[config.mk]
export PLATFORM = sky130hd
export DESIGN_NAME = swfc_engine
export DESIGN_NICKNAME = d
export VERILOG_FILES = /design/src/rtl/swfc_pkg.sv /design/src/rtl/swfc_dp.sv /design/src/rtl/swfc_ctrl.sv /design/src/rtl/swfc_engine.sv
export SDC_FILE = /design/constraint.sdc
export NUM_CORES = 1
export LEC_CHECK = 0
export ABC_AREA = 0
export BUFFER_PORTS_ARGS = -buffer_cell sky130_fd_sc_hd__buf_2
export CELL_PAD_IN_SITES_DETAIL_PLACEMENT = 0
export CELL_PAD_IN_SITES_GLOBAL_PLACEMENT = 1
export CORE_AREA = 4 4 77 79
export CTS_CLUSTER_DIAMETER = 80
export DETAILED_ROUTE_END_ITERATION = 7
export DIE_AREA = 0 0 81 83
export HOLD_SLACK_MARGIN = 0.1
export PLACE_DENSITY = 0.83
export SLEW_MARGIN = 25
export SYNTH_ARGS = -nofsm -noshare
export SYNTH_HDL_FRONTEND = slang
export SYNTH_SLANG_ARGS = --single-unit
[constraint.sdc]
create_clock -name clk -period 2.4 [get_ports clk]
set_input_delay 0.12 -clock clk [delete_from_list [all_inputs] [get_ports clk]]
set_output_delay 0.12 -clock clk [all_outputs]
set_load 0.01 [all_outputs]
[src/rtl/swfc_pkg.sv]
package swfc_pkg;
  localparam int CHAR_W_DEF = 8;
  localparam int NUM_FLOW = 4;
  localparam int IDX_W = $clog2(NUM_FLOW);

  // character slot order: {isXoff, isPair2}
  localparam int SLOT_XON1  = 0;
  localparam int SLOT_XON2  = 1;
  localparam int SLOT_XOFF1 = 2;
  localparam int SLOT_XOFF2 = 3;

  localparam logic [1:0] FLD_OFF   = 2'b00;
  localparam logic [1:0] FLD_PAIR2 = 2'b01;
  localparam logic [1:0] FLD_PAIR1 = 2'b10;
  localparam logic [1:0] FLD_BOTH  = 2'b11;

  typedef enum logic [1:0] {
    PART_NONE  = 2'd0,
    PART_XON1  = 2'd1,
    PART_XOFF1 = 2'd2
  } partial_e;

  typedef struct packed {
    logic xon1;
    logic xon2;
    logic xoff1;
    logic xoff2;
  } hits_t;

  typedef struct packed {
    logic rxPass;
    logic flowActive;
    logic flowXoff;
    logic flowPair2;
    logic dataBlock;
  } strobes_t;
endpackage

[src/rtl/swfc_dp.sv]
module swfc_dp
  import swfc_pkg::*;
#(
  parameter int CHAR_W = 8
) (
  input  logic                             clk,
  input  logic                             rstN,
  input  logic [NUM_FLOW-1:0][CHAR_W-1:0]  flowChars,
  input  logic                             rxValid,
  input  logic [CHAR_W-1:0]                rxByte,
  output hits_t                            hits,
  input  strobes_t                         strb,
  input  logic                             dataValid,
  input  logic [CHAR_W-1:0]                dataByte,
  input  logic                             txGrant,
  output logic                             dataTake,
  output logic                             txValid,
  output logic [CHAR_W-1:0]                txByte,
  output logic                             rxOutValid,
  output logic [CHAR_W-1:0]                rxOutByte
);
  logic [NUM_FLOW-1:0] hitVec;
  logic [IDX_W-1:0]    flowSlot;
  logic [CHAR_W-1:0]   flowByte;

  for (genvar g = 0; g < NUM_FLOW; g++) begin : gCmp
    assign hitVec[g] = rxValid && (rxByte == flowChars[g]);
  end

  always_comb begin
    hits.xon1  = hitVec[SLOT_XON1];
    hits.xon2  = hitVec[SLOT_XON2];
    hits.xoff1 = hitVec[SLOT_XOFF1];
    hits.xoff2 = hitVec[SLOT_XOFF2];
  end

  assign flowSlot = {strb.flowXoff, strb.flowPair2};
  assign flowByte = flowChars[flowSlot];

  always_comb begin
    if (strb.flowActive) begin
      txValid  = 1'b1;
      txByte   = flowByte;
      dataTake = 1'b0;
    end else begin
      txValid  = dataValid && !strb.dataBlock;
      txByte   = dataByte;
      dataTake = txGrant && dataValid && !strb.dataBlock;
    end
  end

  always_ff @(posedge clk) begin
    if (!rstN) begin
      rxOutValid <= 1'b0;
      rxOutByte  <= '0;
    end else begin
      rxOutValid <= strb.rxPass;
      if (strb.rxPass) rxOutByte <= rxByte;
    end
  end
endmodule

[src/rtl/swfc_ctrl.sv]
module swfc_ctrl
  import swfc_pkg::*;
(
  input  logic       clk,
  input  logic       rstN,
  input  logic [3:0] cfgMode,
  input  logic       cfgAnyResume,
  input  logic       cfgIrqEn,
  input  logic       irqClear,
  input  logic       rxValid,
  input  hits_t      hits,
  input  logic       txReqXoff,
  input  logic       txReqXon,
  input  logic       txGrant,
  output strobes_t   strb,
  output logic       txHold,
  output logic       xoffSent,
  output logic       irqPending
);
  logic [1:0] rxField;
  logic [1:0] txField;
  partial_e   partial;
  partial_e   partialNext;
  logic       xoffDone;
  logic       xonDone;
  logic       busy;
  logic       kindXoff;
  logic       pair2;
  logic       lastByte;

  assign rxField = cfgMode[1:0];
  assign txField = cfgMode[3:2];

  // receive recognition
  always_comb begin
    xoffDone    = 1'b0;
    xonDone     = 1'b0;
    partialNext = PART_NONE;
    unique case (rxField)
      FLD_PAIR1: begin
        xoffDone = hits.xoff1;
        xonDone  = hits.xon1 && !hits.xoff1;
      end
      FLD_PAIR2: begin
        xoffDone = hits.xoff2;
        xonDone  = hits.xon2 && !hits.xoff2;
      end
      FLD_BOTH: begin
        xoffDone = (partial == PART_XOFF1) && hits.xoff2;
        xonDone  = (partial == PART_XON1) && hits.xon2 && !xoffDone;
        if (rxValid && !(xoffDone || xonDone)) begin
          if (hits.xoff1)     partialNext = PART_XOFF1;
          else if (hits.xon1) partialNext = PART_XON1;
        end else if (!rxValid) begin
          partialNext = partial;
        end
      end
      default: ;
    endcase
  end

  always_ff @(posedge clk) begin
    if (!rstN) begin
      partial <= PART_NONE;
      txHold  <= 1'b0;
    end else begin
      partial <= partialNext;
      if (rxField == FLD_OFF) begin
        txHold <= 1'b0;
      end else if (rxValid) begin
        if (xoffDone)          txHold <= 1'b1;
        else if (xonDone)      txHold <= 1'b0;
        else if (cfgAnyResume) txHold <= 1'b0;
      end
    end
  end

  always_ff @(posedge clk) begin
    if (!rstN) begin
      irqPending <= 1'b0;
    end else if ((xoffDone || xonDone) && cfgIrqEn) begin
      irqPending <= 1'b1;
    end else if (irqClear) begin
      irqPending <= 1'b0;
    end
  end

  // transmit injection
  assign lastByte = (txField != FLD_BOTH) || pair2;

  always_ff @(posedge clk) begin
    if (!rstN) begin
      busy     <= 1'b0;
      kindXoff <= 1'b0;
      pair2    <= 1'b0;
      xoffSent <= 1'b0;
    end else if (txField == FLD_OFF) begin
      busy <= 1'b0;
    end else if (!busy) begin
      if (txReqXoff || txReqXon) begin
        busy     <= 1'b1;
        kindXoff <= txReqXoff;
        pair2    <= (txField == FLD_PAIR2);
      end
    end else if (txGrant) begin
      if (lastByte) begin
        busy     <= 1'b0;
        xoffSent <= kindXoff;
      end else begin
        pair2 <= 1'b1;
      end
    end
  end

  always_comb begin
    strb.rxPass     = rxValid && !(xoffDone || xonDone);
    strb.flowActive = busy;
    strb.flowXoff   = kindXoff;
    strb.flowPair2  = pair2;
    strb.dataBlock  = txHold;
  end
endmodule

[src/rtl/swfc_engine.sv]
module swfc_engine
  import swfc_pkg::*;
#(
  parameter int CHAR_W = CHAR_W_DEF
) (
  input  logic              clk,
  input  logic              rstN,
  input  logic [3:0]        cfgMode,
  input  logic              cfgAnyResume,
  input  logic              cfgIrqEn,
  input  logic [CHAR_W-1:0] xon1Char,
  input  logic [CHAR_W-1:0] xon2Char,
  input  logic [CHAR_W-1:0] xoff1Char,
  input  logic [CHAR_W-1:0] xoff2Char,
  input  logic              rxValid,
  input  logic [CHAR_W-1:0] rxByte,
  output logic              rxOutValid,
  output logic [CHAR_W-1:0] rxOutByte,
  input  logic              txReqXoff,
  input  logic              txReqXon,
  input  logic              dataValid,
  input  logic [CHAR_W-1:0] dataByte,
  output logic              dataTake,
  output logic              txValid,
  output logic [CHAR_W-1:0] txByte,
  input  logic              txGrant,
  output logic              txHold,
  output logic              xoffSent,
  output logic              irqPending,
  input  logic              irqClear
);
  logic [NUM_FLOW-1:0][CHAR_W-1:0] flowChars;
  hits_t    hits;
  strobes_t ctlStrb;

  always_comb begin
    flowChars[SLOT_XON1]  = xon1Char;
    flowChars[SLOT_XON2]  = xon2Char;
    flowChars[SLOT_XOFF1] = xoff1Char;
    flowChars[SLOT_XOFF2] = xoff2Char;
  end

  swfc_ctrl uCtrl (
    .clk(clk), .rstN(rstN), .cfgMode(cfgMode), .cfgAnyResume(cfgAnyResume),
    .cfgIrqEn(cfgIrqEn), .irqClear(irqClear), .rxValid(rxValid), .hits(hits),
    .txReqXoff(txReqXoff), .txReqXon(txReqXon), .txGrant(txGrant),
    .strb(ctlStrb), .txHold(txHold), .xoffSent(xoffSent), .irqPending(irqPending)
  );

  swfc_dp #(.CHAR_W(CHAR_W)) uDp (
    .clk(clk), .rstN(rstN), .flowChars(flowChars), .rxValid(rxValid),
    .rxByte(rxByte), .hits(hits), .strb(ctlStrb), .dataValid(dataValid),
    .dataByte(dataByte), .txGrant(txGrant), .dataTake(dataTake),
    .txValid(txValid), .txByte(txByte), .rxOutValid(rxOutValid),
    .rxOutByte(rxOutByte)
  );
endmodule

==> results.py <==
metrics = {
    "status": {
        "status": "finished clean",
    },
    "cts": {
        "clockBufferDepth": 2,
        "numCtsBuffers": 3,
        "cts_resized": 0,
        "clock-sinks": 17,
        "postCtsSetupBuffers": 0,
        "path_clk_slew_ns": 0.07,
        "clock_latency_ns": 0.26,
        "cts_hold_buffers": 0,
        "cts_root_buf": "clkbuf_8",
        "cts_tree": "yes",
        "h-tree-depth": 1,
    },
    "flow_run": {
        "cap_violations": 0,
    },
    "place": {
        "dp_hpwl_um": 3972,
        "numPortBuffers": 83,
        "placed_cell_area_mm2": 0.002043,
        "gp_congestion": 0.9384,
    },
    "timing": {
        "worstMarginPinSlew_ns": 0.6300,
        "setup_viol": 0,
        "rsz0062_at_grt": "no",
        "clock_skew_ns": 0.001008,
        "relSlewSlack_pct": 57.94,
        "finalHoldViolations": 0,
        "finalSetupTns_ns": 0,
        "period_share_pct": 76.56,
        "slew_violations": 0,
        "max_freq_ghz": 0.5442,
        "period_needed_ns": 1.837,
    },
    "synth": {
        "synth_edf_count": 0,
        "synth-async-reset-ratio_pct": 0,
        "netlist_instances": 184,
        "synth.avg_cell_area_um2": 8.867,
        "yosys.area.top_type": "dfxtp_1",
        "dominantRegCellSynth": "dfxtp_1",
        "ys_seq_area_share_pct": 20.86,
        "yosysUniqueCellTypes": 42,
        "synth.cell_area_mm2": 0.001632,
        "synth_seq_cells": 17,
        "syn-num-nets": 246,
        "yosysWarnings": 0,
        "synth_top_area_share_pct": 20.86,
        "yosysMostFrequentCell": "nand2_1",
        "synthTopCellsByArea": "dfxtp_1 (21%), xor2_1 (11%), mux4_2 (11%)",
        "synth_commonest_cells": "nand2_1 (25), xor2_1 (21), dfxtp_1 (17)",
    },
    "critical_path": {
        "cp_slowest_cell": "mux4_2",
        "path_cells": "buf_4 > mux4_2 > mux2_2 > buf_2",
        "critPathMaxStageDelay_ns": 0.53,
        "endpoint_kind": "output port",
        "worstSetupPathType": "reg -> out",
        "critPathRequiredTime_ns": 2.28,
        "path_max_fanout": 10,
        "start_kind": "flop",
        "cp_data_arrival_time_ns": 1.72,
    },
    "floorplanning": {
        "start_util_pct": 30.57,
        "fp.dieH_um": 83,
        "ios": 84,
        "num_rows": 27,
        "core_area_mm2": 0.005338,
        "fp.dieArea_mm2": 0.006723,
        "die_x_um": 81,
    },
    "final_layout": {
        "utilization_pct": 39.15,
        "fin_area_mm2": 0.002090,
        "regArea_um2": 340.3,
        "multi_input_area_mm2": 0.001164,
        "antenna_cells": 0,
        "nets": 320,
        "drive_gt1_share_pct": 43.58,
        "area_delta_synth_final_pct": 28.07,
        "nFillCells": 603,
    },
    "global_route": {
        "antenna_found_initial": 0,
        "grt_util_met2_pct": 24.20,
        "grt_max_degree": 25,
        "grt_pass1_vias": 1658,
        "grt-ovfl-total": 0,
        "grt_pass1_wl_um": 7714,
        "track_usage_pct": 14.29,
        "grt.met1_usage_pct": 17.31,
        "grt-busiest-layer": "met2",
        "grt_use_met3_pct": 4.013,
    },
    "pwr": {
        "power.leakage_nw": 0.9169,
        "pwr-share-clk_pct": 27.2,
        "power.density_mw_per_mm2": 396.8,
        "swShare_pct": 32.64,
        "p_int_uw": 558.5,
        "power.switching_uw": 270.6,
        "seqPwrFrac_pct": 37.7,
        "power_frac_comb_pct": 35.1,
        "vdd_ir_drop_max_mv": 0.2289,
    },
    "drt": {
        "vias_per_cell": 4.863,
        "vias": 1600,
        "wl_per_cell_um": 14.13,
        "wl_um": 4648,
        "drc": 0,
        "first_pass_iters": 4,
        "drt-initial-drc-count": 86,
        "ant_nets": 0,
    },
    "hold_path": {
        "hp-class": "in -> reg",
    },
}
-- critical path: cells and delay by family (launching register included) --
family,cells,cell delay [ns]
buffers and inverters,2,0.35
flip-flops,1,0.31
multiplexers,2,0.80
-- final cells by class --
class                           instances  share of cell area (%)
Clock inverter                          1                  0.2395
Tap cell                               72                   4.311
Multi-Input combinational cell        146                   55.69
Clock buffer                            3                   1.976
Sequential cell                        17                   16.29
Inverter                                5                  0.8982
Timing Repair Buffer                   85                   20.60
-- flip-flops by register name (all words and copies together), names as in the netlist --
signal	count
uCtrl.kindXoff	1
uCtrl.partial	2
uCtrl.busy	1
uCtrl.xoffSent	1
uCtrl.irqPending	1
uCtrl.txHold	1
uCtrl.pair2	1
uDp.rxOutByte	8
uDp.rxOutValid	1
-- per-stage QoR --
stage / hold slack [ns] / power [mW] / instances / worst slack [ns]
after floorplan: 0.2332 / 0.5041 / 184 / 0.6799
after detailed placement: 0.3848 / 0.6132 / 325 / 0.5019
after global routing: 0.1129 / 0.8843 / 329 / 0.4557
after CTS: 0.1082 / 0.8427 / 329 / 0.5414
after global placement: 0.3799 / 0.6116 / 325 / 0.5543
final: 0.1099 / 0.8291 / 329 / 0.5626
-- logic make-up after synthesis --
family | share of synthesized area [%]
AOI/OAI and AO/OA | 7.209
xor gates and xnor gates | 17.64
buffers and inverters | 8.205
DFF | 20.86
muxes | 22.09
and+or+nand+nor | 24.00
-- metal layers --
metal,vias up,part of all wire [%]
li1,796,-
met1,741,41
met2,57,50
met3,6,7.5
met4,0,1.4
met5,-,0
-- power groups by stage --
stage | registers [mW] | clock network, mW | logic [mW]
after CTS | 0.313 | 0.235 | 0.295
after detailed placement | 0.319 | 0 | 0.294
after global routing | 0.315 | 0.246 | 0.323
after global placement | 0.319 | 0 | 0.292
after floorplan | 0.312 | 0 | 0.192
final | 0.312 | 0.225 | 0.291
-- cell usage in the layout, fill, tap and decap left out, drive strengths merged, types with 2 or more instances in the layout --
master,synthesis,final
mux4,8,8
clkbuf,6,3
xor2,22,22
nand3,8,8
nor2b,3,3
inv,5,5
nand4,6,6
nor3,5,5
a22oi,2,2
dfxtp,17,17
nand2b,2,2
buf,10,85
nand2,25,25
nor4bb,2,2
mux2i,9,9
nor4,6,6
o21ai,5,5
a21oi,4,4
nor2,8,8
xnor2,10,10
mux2,8,8
-- worst paths after layout --
kind	startpoint	endpoint	slack, ns	depth (start not counted)
worst min register to register	uDp.rxOutByte[0]	uDp.rxOutByte[0]	0.46	2
worst min-delay path	txGrant	uCtrl.busy	0.11	2
worst max-delay path	uCtrl.pair2	txByte[3]	0.56	4
worst max register to register	uCtrl.partial[0]	uDp.rxOutByte[7]	0.82	6
Note: power is estimated with default switching activity, not from simulation.
